==> src/rtl/lcd_timing_pkg.sv <==
package lcd_timing_pkg;
  parameter int PPL_W      = 6;
  parameter int LINE_W     = 10;
  parameter int PORCH_W    = 8;
  parameter int SYNC_W     = 6;
  parameter int DIV_W      = 8;
  parameter int ACB_PER_W  = 8;
  parameter int ACB_CNT_W  = 4;
  localparam int BLOCK_SHIFT = 4;
  localparam int X_W = PPL_W + BLOCK_SHIFT;

  typedef enum logic [1:0] {PH_SYNC, PH_BACK, PH_ACTIVE, PH_FRONT} phase_e;

  typedef struct packed {
    logic [PPL_W-1:0]     ppl;
    logic [LINE_W-1:0]    lines;
    logic [SYNC_W-1:0]    hsw;
    logic [PORCH_W-1:0]   hbp;
    logic [PORCH_W-1:0]   hfp;
    logic [SYNC_W-1:0]    vsw;
    logic [PORCH_W-1:0]   vbp;
    logic [PORCH_W-1:0]   vfp;
    logic [DIV_W-1:0]     div;
    logic [ACB_PER_W-1:0] acbPer;
    logic [ACB_CNT_W-1:0] acbCnt;
  } timing_cfg_t;

  typedef struct packed {
    logic                 running;
    logic                 pixStart;
    logic                 pixFall;
    logic                 pclkRaw;
    logic                 hsRaw;
    logic                 vsRaw;
    logic                 deRaw;
    logic                 lineEnd;
    logic                 frameEnd;
    logic [X_W-1:0]       x;
    logic [LINE_W-1:0]    y;
    logic [ACB_PER_W-1:0] acbPer;
    logic [ACB_CNT_W-1:0] acbCnt;
  } strobe_t;
endpackage

==> src/rtl/lcd_phase_seq.sv <==
module lcd_phase_seq import lcd_timing_pkg::*; #(
  parameter int CNT_W = 10
) (
  input  logic             clk,
  input  logic             rstN,
  input  logic             restart,
  input  logic             step,
  input  logic [CNT_W-1:0] lenSync,
  input  logic [CNT_W-1:0] lenBack,
  input  logic [CNT_W-1:0] lenAct,
  input  logic [CNT_W-1:0] lenFront,
  output phase_e           phase,
  output logic [CNT_W-1:0] idx,
  output logic             wrap
);
  // Remaining units in the current phase, minus one.
  logic [CNT_W-1:0] left;

  assign wrap = (phase == PH_FRONT) && (left == '0);

  always_ff @(posedge clk or negedge rstN) begin
    if (!rstN) begin
      phase <= PH_SYNC;
      left  <= '0;
      idx   <= '0;
    end else if (restart) begin
      phase <= PH_SYNC;
      left  <= lenSync;
      idx   <= '0;
    end else if (step) begin
      if (left != '0) begin
        left <= left - 1'b1;
        if (phase == PH_ACTIVE) idx <= idx + 1'b1;
      end else begin
        unique case (phase)
          PH_SYNC:   begin phase <= PH_BACK;   left <= lenBack;  end
          PH_BACK:   begin phase <= PH_ACTIVE; left <= lenAct; idx <= '0; end
          PH_ACTIVE: begin phase <= PH_FRONT;  left <= lenFront; end
          default:   begin phase <= PH_SYNC;   left <= lenSync;  end
        endcase
      end
    end
  end
endmodule

==> src/rtl/lcd_timing_ctrl.sv <==
module lcd_timing_ctrl import lcd_timing_pkg::*; (
  input  logic        clk,
  input  logic        rstN,
  input  logic        rasterEn,
  input  timing_cfg_t cfgIn,
  output strobe_t     strb
);
  logic             running;
  timing_cfg_t      shadow;
  timing_cfg_t      lenSrc;
  logic [DIV_W-1:0] divCnt;
  logic [DIV_W-1:0] divEff;
  logic [DIV_W-1:0] divHalf;
  logic             tick, startNow, restart, frameEnd;
  logic             hWrap, vWrap;
  phase_e           hPhase, vPhase;
  logic [X_W-1:0]   hIdx;
  logic [LINE_W-1:0] vIdx;

  assign divEff   = (shadow.div < DIV_W'(2)) ? DIV_W'(2) : shadow.div;
  assign divHalf  = divEff >> 1;
  assign tick     = running && (divCnt == divEff - 1'b1);
  assign frameEnd = tick && hWrap && vWrap;
  assign startNow = !running && rasterEn;
  assign restart  = startNow || (frameEnd && rasterEn);
  // New lengths come straight from the inputs at a frame boundary.
  assign lenSrc   = restart ? cfgIn : shadow;

  lcd_phase_seq #(.CNT_W(X_W)) hSeq_i (
    .clk      (clk),
    .rstN     (rstN),
    .restart  (restart),
    .step     (tick),
    .lenSync  (X_W'(lenSrc.hsw)),
    .lenBack  (X_W'(lenSrc.hbp)),
    .lenAct   ({lenSrc.ppl, {BLOCK_SHIFT{1'b1}}}),
    .lenFront (X_W'(lenSrc.hfp)),
    .phase    (hPhase),
    .idx      (hIdx),
    .wrap     (hWrap)
  );

  lcd_phase_seq #(.CNT_W(LINE_W)) vSeq_i (
    .clk      (clk),
    .rstN     (rstN),
    .restart  (restart),
    .step     (tick && hWrap),
    .lenSync  (LINE_W'(lenSrc.vsw)),
    .lenBack  (LINE_W'(lenSrc.vbp)),
    .lenAct   (lenSrc.lines),
    .lenFront (LINE_W'(lenSrc.vfp)),
    .phase    (vPhase),
    .idx      (vIdx),
    .wrap     (vWrap)
  );

  always_ff @(posedge clk or negedge rstN) begin
    if (!rstN) begin
      running <= 1'b0;
      shadow  <= '0;
      divCnt  <= '0;
    end else if (startNow) begin
      running <= 1'b1;
      shadow  <= cfgIn;
      divCnt  <= '0;
    end else if (running) begin
      divCnt <= tick ? '0 : divCnt + 1'b1;
      if (frameEnd) begin
        if (rasterEn) shadow <= cfgIn;
        else          running <= 1'b0;
      end
    end
  end

  always_comb begin
    strb          = '0;
    strb.running  = running;
    strb.pixStart = running && (divCnt == '0);
    strb.pixFall  = running && (divCnt == divHalf);
    strb.pclkRaw  = running && (divCnt < divHalf);
    strb.hsRaw    = running && (hPhase == PH_SYNC);
    strb.vsRaw    = running && (vPhase == PH_SYNC);
    strb.deRaw    = running && (hPhase == PH_ACTIVE) && (vPhase == PH_ACTIVE);
    strb.lineEnd  = tick && hWrap;
    strb.frameEnd = frameEnd;
    strb.x        = hIdx;
    strb.y        = vIdx;
    strb.acbPer   = shadow.acbPer;
    strb.acbCnt   = shadow.acbCnt;
  end
endmodule

==> src/rtl/lcd_timing_dp.sv <==
module lcd_timing_dp import lcd_timing_pkg::*; (
  input  logic              clk,
  input  logic              rstN,
  input  strobe_t           strb,
  input  logic              syncSel,
  input  logic              syncFall,
  input  logic              invPclk,
  input  logic              invHsync,
  input  logic              invVsync,
  output logic              pixEn,
  output logic              pclkOut,
  output logic              hsyncOut,
  output logic              vsyncOut,
  output logic              deOut,
  output logic [X_W-1:0]    xPos,
  output logic [LINE_W-1:0] yPos,
  output logic              acbOut,
  output logic              acbIrq,
  output logic              eofPulse
);
  logic pclkQ, hsQ, vsQ, syncLoad;
  logic [ACB_PER_W-1:0] lineCnt;
  logic [ACB_CNT_W-1:0] togCnt;

  assign syncLoad = (syncSel && syncFall) ? strb.pixFall : strb.pixStart;

  always_ff @(posedge clk or negedge rstN) begin
    if (!rstN) begin
      pixEn    <= 1'b0;
      pclkQ    <= 1'b0;
      hsQ      <= 1'b0;
      vsQ      <= 1'b0;
      deOut    <= 1'b0;
      xPos     <= '0;
      yPos     <= '0;
      eofPulse <= 1'b0;
    end else begin
      pixEn    <= strb.pixStart;
      pclkQ    <= strb.pclkRaw;
      eofPulse <= strb.frameEnd;
      if (!strb.running) begin
        hsQ   <= 1'b0;
        vsQ   <= 1'b0;
        deOut <= 1'b0;
      end else begin
        if (syncLoad) begin
          hsQ <= strb.hsRaw;
          vsQ <= strb.vsRaw;
        end
        if (strb.pixStart) begin
          deOut <= strb.deRaw;
          xPos  <= strb.x;
          yPos  <= strb.y;
        end
      end
    end
  end

  always_ff @(posedge clk or negedge rstN) begin
    if (!rstN) begin
      lineCnt <= '0;
      togCnt  <= '0;
      acbOut  <= 1'b0;
      acbIrq  <= 1'b0;
    end else begin
      acbIrq <= 1'b0;
      if (strb.lineEnd) begin
        if (lineCnt >= strb.acbPer) begin
          lineCnt <= '0;
          acbOut  <= ~acbOut;
          if (strb.acbCnt == '0) begin
            togCnt <= '0;
          end else if (togCnt >= strb.acbCnt - 1'b1) begin
            togCnt <= '0;
            acbIrq <= 1'b1;
          end else begin
            togCnt <= togCnt + 1'b1;
          end
        end else begin
          lineCnt <= lineCnt + 1'b1;
        end
      end
    end
  end

  assign pclkOut  = pclkQ ^ invPclk;
  assign hsyncOut = hsQ ^ invHsync;
  assign vsyncOut = vsQ ^ invVsync;
endmodule

==> src/rtl/lcd_timing_gen.sv <==
module lcd_timing_gen import lcd_timing_pkg::*; (
  input  logic                 clk,
  input  logic                 rstN,
  input  logic                 rasterEn,
  input  logic [PPL_W-1:0]     cfgPplBlocks,
  input  logic [LINE_W-1:0]    cfgLinesM1,
  input  logic [SYNC_W-1:0]    cfgHSyncW,
  input  logic [PORCH_W-1:0]   cfgHBack,
  input  logic [PORCH_W-1:0]   cfgHFront,
  input  logic [SYNC_W-1:0]    cfgVSyncW,
  input  logic [PORCH_W-1:0]   cfgVBack,
  input  logic [PORCH_W-1:0]   cfgVFront,
  input  logic [DIV_W-1:0]     cfgPixDiv,
  input  logic                 cfgInvPclk,
  input  logic                 cfgInvHsync,
  input  logic                 cfgInvVsync,
  input  logic                 cfgSyncSel,
  input  logic                 cfgSyncFall,
  input  logic [ACB_PER_W-1:0] cfgAcbPeriod,
  input  logic [ACB_CNT_W-1:0] cfgAcbTrans,
  output logic                 pixEn,
  output logic                 pclkOut,
  output logic                 hsyncOut,
  output logic                 vsyncOut,
  output logic                 deOut,
  output logic [X_W-1:0]       xPos,
  output logic [LINE_W-1:0]    yPos,
  output logic                 acbOut,
  output logic                 acbIrq,
  output logic                 eofPulse
);
  timing_cfg_t cfgBus;
  strobe_t     strb;

  always_comb begin
    cfgBus.ppl    = cfgPplBlocks;
    cfgBus.lines  = cfgLinesM1;
    cfgBus.hsw    = cfgHSyncW;
    cfgBus.hbp    = cfgHBack;
    cfgBus.hfp    = cfgHFront;
    cfgBus.vsw    = cfgVSyncW;
    cfgBus.vbp    = cfgVBack;
    cfgBus.vfp    = cfgVFront;
    cfgBus.div    = cfgPixDiv;
    cfgBus.acbPer = cfgAcbPeriod;
    cfgBus.acbCnt = cfgAcbTrans;
  end

  lcd_timing_ctrl ctrl_i (
    .clk      (clk),
    .rstN     (rstN),
    .rasterEn (rasterEn),
    .cfgIn    (cfgBus),
    .strb     (strb)
  );

  lcd_timing_dp dp_i (
    .clk      (clk),
    .rstN     (rstN),
    .strb     (strb),
    .syncSel  (cfgSyncSel),
    .syncFall (cfgSyncFall),
    .invPclk  (cfgInvPclk),
    .invHsync (cfgInvHsync),
    .invVsync (cfgInvVsync),
    .pixEn    (pixEn),
    .pclkOut  (pclkOut),
    .hsyncOut (hsyncOut),
    .vsyncOut (vsyncOut),
    .deOut    (deOut),
    .xPos     (xPos),
    .yPos     (yPos),
    .acbOut   (acbOut),
    .acbIrq   (acbIrq),
    .eofPulse (eofPulse)
  );
endmodule

==> config.mk <==
export PLATFORM = sky130hd
export DESIGN_NAME = lcd_timing_gen
export DESIGN_NICKNAME = d
export VERILOG_FILES = /design/src/rtl/lcd_timing_pkg.sv /design/src/rtl/lcd_phase_seq.sv /design/src/rtl/lcd_timing_ctrl.sv /design/src/rtl/lcd_timing_dp.sv /design/src/rtl/lcd_timing_gen.sv
export SDC_FILE = /design/constraint.sdc
export NUM_CORES = 1
export LEC_CHECK = 0
export BUFFER_PORTS_ARGS = -buffer_cell sky130_fd_sc_hd__buf_2
export CORE_AREA = 5 5 142 144
export DETAILED_ROUTE_END_ITERATION = 10
export DIE_AREA = 0 0 147 149
export HOLD_SLACK_MARGIN = 0.1
export PLACE_DENSITY = 0.7
export SLEW_MARGIN = 20
export SYNTH_ARGS = -nofsm -noshare
export SYNTH_HDL_FRONTEND = slang
export SYNTH_SLANG_ARGS = --single-unit
==> constraint.sdc <==
create_clock -name clk -period 5.8 [get_ports clk]
set_input_delay 1.16 -clock clk [delete_from_list [all_inputs] [get_ports clk]]
set_output_delay 1.16 -clock clk [all_outputs]
set_load 0.02 [all_outputs]
==> flow_summary.yaml, run 1 <==
layout:
  finish.cell_count_without_fillers: 1343
  antenna_cells: 0
  drive_gt1_frac: 0.195
  filler_cell_count: 1680
  post-route-cell-area_sq_mm: 0.0107
  nNetsFinal: 1222
  syn2layout_area_growth_pct: 15.3
sta:
  setup_repair_after_global_routing_missed_its_margin: "no"
  timing.final.ws_setup_ns: 0.883
  timing.final.crit_share: 0.848
  least_margin_pin_slew_ns: 0.939
  fin_crit_period_ns: 4.92
  timing.clock.skew_ns: 0.0102
  hold_viol_final: 0
  maxSlewViolCount: 0
  tns_ns: 0
  max_slew_margin: 0.374
  report.final.setup_viol: 0
  fmax_mhz: 203
hold_path:
  holdPathStages: 2
  hold_path_class: "reg2reg"
synth:
  yosys-mux-area-fraction: 0.0623
  yosys.cell_count.top_type: "sky130_fd_sc_hd__nand2_1"
  post-synth-top-area-fraction: 0.469
  syn_avg_cell_area_sq_um: 9.25
  synthDistinctLibCells: 70
  synth.top_cells.by_area: "sky130_fd_sc_hd__dfrtp_1 (47%), sky130_fd_sc_hd__nand2_1 (8.9%), sky130_fd_sc_hd__ha_1 (5.1%)"
  synth-seq-area-share: 0.469
  dominant_combinational_cell_family_by_area_after_synthesis: "simple AND/OR/NAND/NOR gates"
  synth_compound_area_frac: 0.149
  synth-edff-count: 0
  post_synth_most_frequent_cells: "sky130_fd_sc_hd__nand2_1 (219), sky130_fd_sc_hd__dfrtp_1 (173), sky130_fd_sc_hd__o21ai_0 (83)"
  dominantRegCellSynth: "sky130_fd_sc_hd__dfrtp_1"
  postSynthRegisterBits: 173
  synth-simple-area-share: 0.208
  netlist_instances: 999
  syn-cell-area_sq_mm: 0.00924
  post_synth_xor_area_fraction: 0.0227
  yosysWarnings: 0
  syn_nets: 1125
  synthArstFlopShare: 1.00
  yosysTopAreaCell: "sky130_fd_sc_hd__dfrtp_1"
  synth-adder-area-share: 0.0515
worst_setup_path:
  crit_path_end_kind: "flip-flop"
  cp.required_ns: 6.10
  ff2ff_path_depth: 13
  worst-setup-path-type: "reg2reg"
  critPathMaxFanout: 35
  critPathLaunchType: "flip-flop"
  worstPathArrival_ns: 5.22
die:
  floorplan.die.height_um: 149
  pin_count: 116
  starting_utilization_of_the_core_area: 0.497
  design.die.area_sq_mm: 0.0219
  floorplan.core_area_sq_mm: 0.0186
  std_cell_rows: 50
  dieWidth_um: 147
cts:
  tritoncts_clock_tree: "yes"
  clock_latency_ns: 0.43
  cts_sinks: 173
  number_of_levels_the_h_tree_was_split_into: 4
  cts.clk_slew.worst_paths_ns: 0.07
  postCtsResizedCells: 0
  cts_made_buffers: 17
  post-cts-setup-buffer-count: 0
  cts_hold_buffers: 0
  cts_root_buf: "sky130_fd_sc_hd__clkbuf_16"
  max-clock-path-buffers: 2
power_and_ir_drop:
  leakage_nw: 5.42
  p_total_mw: 2.46
  power_density_mw_per_mm2: 231
  max-vdd-ir-drop_uv: 216
route:
  totalWireLength_um: 23200
  route.antenna.remaining_nets: 0
  remaining_drc_errors: 0
  route.detailed.vias_per_inst: 5.67
  detailroute.via_count: 7619
  drt_first_pass_iters: 5
  drt-initial-drc-count: 435
  wl_per_cell_um: 17.3
grt:
  wire_length_of_the_first_global_routing_pass_um: 38200
  total_grt_overflow: 0
  grt_max_degree: 95
  grt_pass1_vias: 7458
  grtUsageTotal: 0.215
  antenna_found_initial: 1
placement:
  dp_hpwl_um: 16100
  post_dp_cell_area_sq_mm: 0.0100
  placedCellCount: 1311
  place_congestion: 0.878
  dpl_worst_slack_ns: 1.01
  io_buffers: 115
job:
  max_cap_viol_count: 0
status:
  status: "finished clean"
## placed cells by master, fill, tap and decap left out, types with 22 or more instances in the layout
cell	n
sky130_fd_sc_hd__a21oi_1	22
sky130_fd_sc_hd__and3_1	22
sky130_fd_sc_hd__buf_2	114
sky130_fd_sc_hd__dfrtp_1	173
sky130_fd_sc_hd__ha_1	38
sky130_fd_sc_hd__inv_1	39
sky130_fd_sc_hd__mux2_2	36
sky130_fd_sc_hd__nand2_1	219
sky130_fd_sc_hd__nand2b_1	25
sky130_fd_sc_hd__nand3_1	26
sky130_fd_sc_hd__nor2_1	49
sky130_fd_sc_hd__o21ai_0	82
## path summary, 6_finish.rpt
| kind | start | to | slack [ns] |
|---|---|---|---|
| min in group asynchronous | rstN | ctrl_i.shadow[42] | 0.81 |
| max | ctrl_i.shadow[18] | ctrl_i.hSeq_i.left[1] | 0.88 |
| max in group asynchronous | rstN | ctrl_i.strb[4] | 3.85 |
| min | ctrl_i.shadow[23] | ctrl_i.shadow[23] | 0.47 |
| max reg2reg | ctrl_i.shadow[18] | ctrl_i.hSeq_i.left[1] | 0.88 |
| min reg2reg | ctrl_i.shadow[23] | ctrl_i.shadow[23] | 0.47 |
## per-layer routing
layer	global-route usage	share of wire	wire length, um
met4	0.0568	0.0092	213
met2	0.347	0.47	10900
met1	0.301	0.47	10900
met3	0.0404	0.051	1190
met5	0	0.00056	13
## cell families after synthesis
group                      count (synthesis)
AOI/OAI and AO/OA                        213
xor gates and xnor gates                  24
adders and majority gates                 38
buffers and inverters                     88
DFF                                      173
muxes                                     51
and+or+nand+nor                          412
## power by group
part,total (mW),switching [mW],internal (mW)
Clock,1.19,0.522,0.663
Sequential,1.21,0.000406,1.21
Combinational,0.0717,0.0458,0.0258
## registers in the layout (all words and copies together) (netlist names), 2 cells and up
| register | flops |
|---|---|
| ctrl_i.divCnt | 8 |
| ctrl_i.shadow | 68 |
| ctrl_i.hSeq_i.phase | 2 |
| dp_i.xPos | 10 |
| ctrl_i.vSeq_i.idx | 10 |
| dp_i.yPos | 10 |
| ctrl_i.vSeq_i.left | 10 |
| ctrl_i.hSeq_i.idx | 10 |
| ctrl_i.hSeq_i.left | 10 |
| dp_i.togCnt | 4 |
| ctrl_i.strb | 12 |
| ctrl_i.vSeq_i.phase | 2 |
| dp_i.lineCnt | 8 |
## cell type report
type	instances	area (sq um)	area share
Clock inverter	14	170	0.0160
Timing Repair Buffer	127	684	0.0643
Clock buffer	18	439	0.0412
Sequential cell	173	4330	0.406
Inverter	39	146	0.0137
Tap cell	234	293	0.0275
Multi-Input combinational cell	738	4590	0.431
## stage by stage
stage          hold slack (ns)   util
2_1_floorplan            0.430      -
3_3_place_gp             0.445  0.540
3_5_place_dp             0.455  0.540
4_1_cts                  0.470  0.573
5_1_grt                  0.492  0.573
6_report                 0.465  0.573
## critical path, stage by stage, from the launching register on
cell	delay [ns]
sky130_fd_sc_hd__dfrtp_1	0.42
sky130_fd_sc_hd__nor4_1	0.57
sky130_fd_sc_hd__nand2_1	0.22
sky130_fd_sc_hd__nand2_1	0.12
sky130_fd_sc_hd__ha_1	0.18
sky130_fd_sc_hd__or3b_2	0.50
sky130_fd_sc_hd__a21boi_0	0.15
sky130_fd_sc_hd__o31a_1	0.33
sky130_fd_sc_hd__o2111ai_1	0.64
sky130_fd_sc_hd__o21a_4	0.59
sky130_fd_sc_hd__buf_12	0.26
sky130_fd_sc_hd__mux2_2	0.36
sky130_fd_sc_hd__a221oi_1	0.33
sky130_fd_sc_hd__a221oi_1	0.09
No activity file was read; power rests on OpenSTA's default activity.
==> inputs of run 2 (changes only) <==
- clock period: 5.8 -> 4.7 ns (I/O delays scaled with it)
==> flow_summary.yaml, run 2 (synthesis gave the netlist of run 1 again) <==
route:
  totalWireLength_um: 22700
  drt_first_pass_iters: 5
  route.antenna.remaining_nets: 0
  drt-initial-drc-count: 512
  route.detailed.vias_per_inst: 5.57
  remaining_drc_errors: 0
  detailroute.via_count: 7542
  wl_per_cell_um: 16.8
layout:
  largest-register: "ctrl_i.shadow"
  layout_common_cells: "sky130_fd_sc_hd__nand2_1 (219), sky130_fd_sc_hd__dfrtp_1 (173), sky130_fd_sc_hd__buf_2 (114), sky130_fd_sc_hd__o21ai_0 (83), sky130_fd_sc_hd__nor2_1 (49)"
  final_util: 0.576
  filler_cell_count: 1621
  syn2layout_area_growth_pct: 15.8
  largest_reg_flops: 68
  nNetsFinal: 1234
  antenna_cells: 0
  final_common_cell: "sky130_fd_sc_hd__nand2_1"
  drive_gt1_frac: 0.202
cts:
  cts_root_buf: "sky130_fd_sc_hd__clkbuf_16"
  cts_made_buffers: 17
  cts_sinks: 173
  clock_latency_ns: 0.43
  cts_hold_buffers: 0
  cts.clk_slew.worst_paths_ns: 0.06
  max-clock-path-buffers: 2
  tritoncts_clock_tree: "yes"
  number_of_levels_the_h_tree_was_split_into: 4
grt:
  grtUsageTotal: 0.214
  grt_max_degree: 112
  antenna_found_initial: 0
  total_grt_overflow: 0
  wire_length_of_the_first_global_routing_pass_um: 38300
  grt_pass1_vias: 7484
die:
  design.die.area_sq_mm: 0.0219
  dieWidth_um: 147
  pin_count: 116
  floorplan.core_area_sq_mm: 0.0186
  std_cell_rows: 50
  starting_utilization_of_the_core_area: 0.497
  floorplan.die.height_um: 149
placement:
  dpl_worst_slack_ns: 0.360
  place_congestion: 0.884
  io_buffers: 115
  dp_hpwl_um: 16300
worst_setup_path:
  ff2ff_path_depth: 13
  critPathMaxFanout: 21
  critPathLaunchType: "flip-flop"
  cp.required_ns: 4.99
  crit_path_end_kind: "flip-flop"
  worst-setup-path-type: "reg2reg"
  worstPathArrival_ns: 4.51
sta:
  tns_ns: 0
  timing.clock.skew_ns: 0.0197
  max_slew_margin: 0.353
  setup_repair_after_global_routing_missed_its_margin: "no"
  fin_crit_period_ns: 4.22
  worst_hold_slack_ns: 0.463
  timing.final.ws_setup_ns: 0.484
  hold_viol_final: 0
  maxSlewViolCount: 0
  fmax_mhz: 237
  report.final.setup_viol: 0
  timing.final.crit_share: 0.897
  least_margin_pin_slew_ns: 0.970
power_and_ir_drop:
  leakage_nw: 5.45
  max-vdd-ir-drop_uv: 239
  power_density_mw_per_mm2: 268
job:
  max_cap_viol_count: 0
hold_path:
  hold_path_class: "reg2reg"
  holdPathStages: 2
status:
  status: "finished clean"
## run 2: cell types whose count changed in the layout (fill, tap and decap cells not counted), moves of 2 or more
cell / before / now
sky130_fd_sc_hd__buf_4: 11 / 21
sky130_fd_sc_hd__inv_6: 5 / 2
sky130_fd_sc_hd__clkinv_2: 0 / 4
sky130_fd_sc_hd__clkbuf_8: 1 / 4
sky130_fd_sc_hd__bufinv_16: 2 / 0
sky130_fd_sc_hd__buf_12: 1 / 3
sky130_fd_sc_hd__clkbuf_1: 0 / 2
sky130_fd_sc_hd__inv_8: 3 / 0
## run 2: worst max-delay path: stages (launching register included)
cell	delay, ns
sky130_fd_sc_hd__dfrtp_1	0.41
sky130_fd_sc_hd__nor4_2	0.41
sky130_fd_sc_hd__nand2_1	0.17
sky130_fd_sc_hd__nand2_1	0.10
sky130_fd_sc_hd__ha_1	0.17
sky130_fd_sc_hd__or3b_2	0.48
sky130_fd_sc_hd__a21boi_0	0.14
sky130_fd_sc_hd__o31a_1	0.33
sky130_fd_sc_hd__o2111ai_1	0.36
sky130_fd_sc_hd__o21a_4	0.41
sky130_fd_sc_hd__buf_4	0.22
sky130_fd_sc_hd__mux2_4	0.31
sky130_fd_sc_hd__a2111oi_1	0.45
sky130_fd_sc_hd__o21ai_1	0.10
## run 2: layout make-up
cell class / instances / area, sq um / area share
repair buffers: 139 / 802 / 0.0749
clock inverters: 9 / 61.3 / 0.00573
clock buffers: 22 / 474 / 0.0443
flip-flops and latches: 173 / 4330 / 0.405
well taps: 234 / 293 / 0.0274
inverters: 39 / 146 / 0.0137
multi-input cells: 738 / 4600 / 0.429
## run 2: per-layer routing
layer / share of wire / track usage
met3: 0.059 / 0.0395
met5: 0 / 0
met2: 0.45 / 0.332
met1: 0.47 / 0.307
met4: 0.018 / 0.0648
## run 2: repair_timing
item                       4_1_cts  5_1_grt
hold endpoints to repair         0        0
resized for setup                0        1
setup endpoints to repair        0        1
setup buffers                    0        0
## run 2: final timing paths
kind	start	end	slack, ns
setup / recovery	ctrl_i.shadow[19]	ctrl_i.vSeq_i.left[2]	0.48
hold / removal	ctrl_i.shadow[37]	ctrl_i.shadow[37]	0.46
setup reg to reg	ctrl_i.shadow[19]	ctrl_i.vSeq_i.left[2]	0.48
hold reg to reg	ctrl_i.shadow[37]	ctrl_i.shadow[37]	0.46
max in group asynchronous	rstN	ctrl_i.vSeq_i.left[2]	3.21
min in group asynchronous	rstN	ctrl_i.hSeq_i.left[0]	0.63
## run 2: power by group
part	internal (mW)	total [mW]	switching, mW
clock network	0.715	1.29	0.579
logic	0.0326	0.0887	0.0562
registers	1.49	1.49	0.000419
total	2.24	2.87	0.636
## run 2: metrics by stage
step / power (mW) / instance area (sq um) / cells
finish: 2.87 / 10700 / 1354
global route: 2.97 / 10700 / 1354
CTS: 2.90 / 10700 / 1354
detailed placement: 1.61 / 10200 / 1323
global placement: 1.61 / 10200 / 1323
floorplan: 1.53 / 9240 / 999
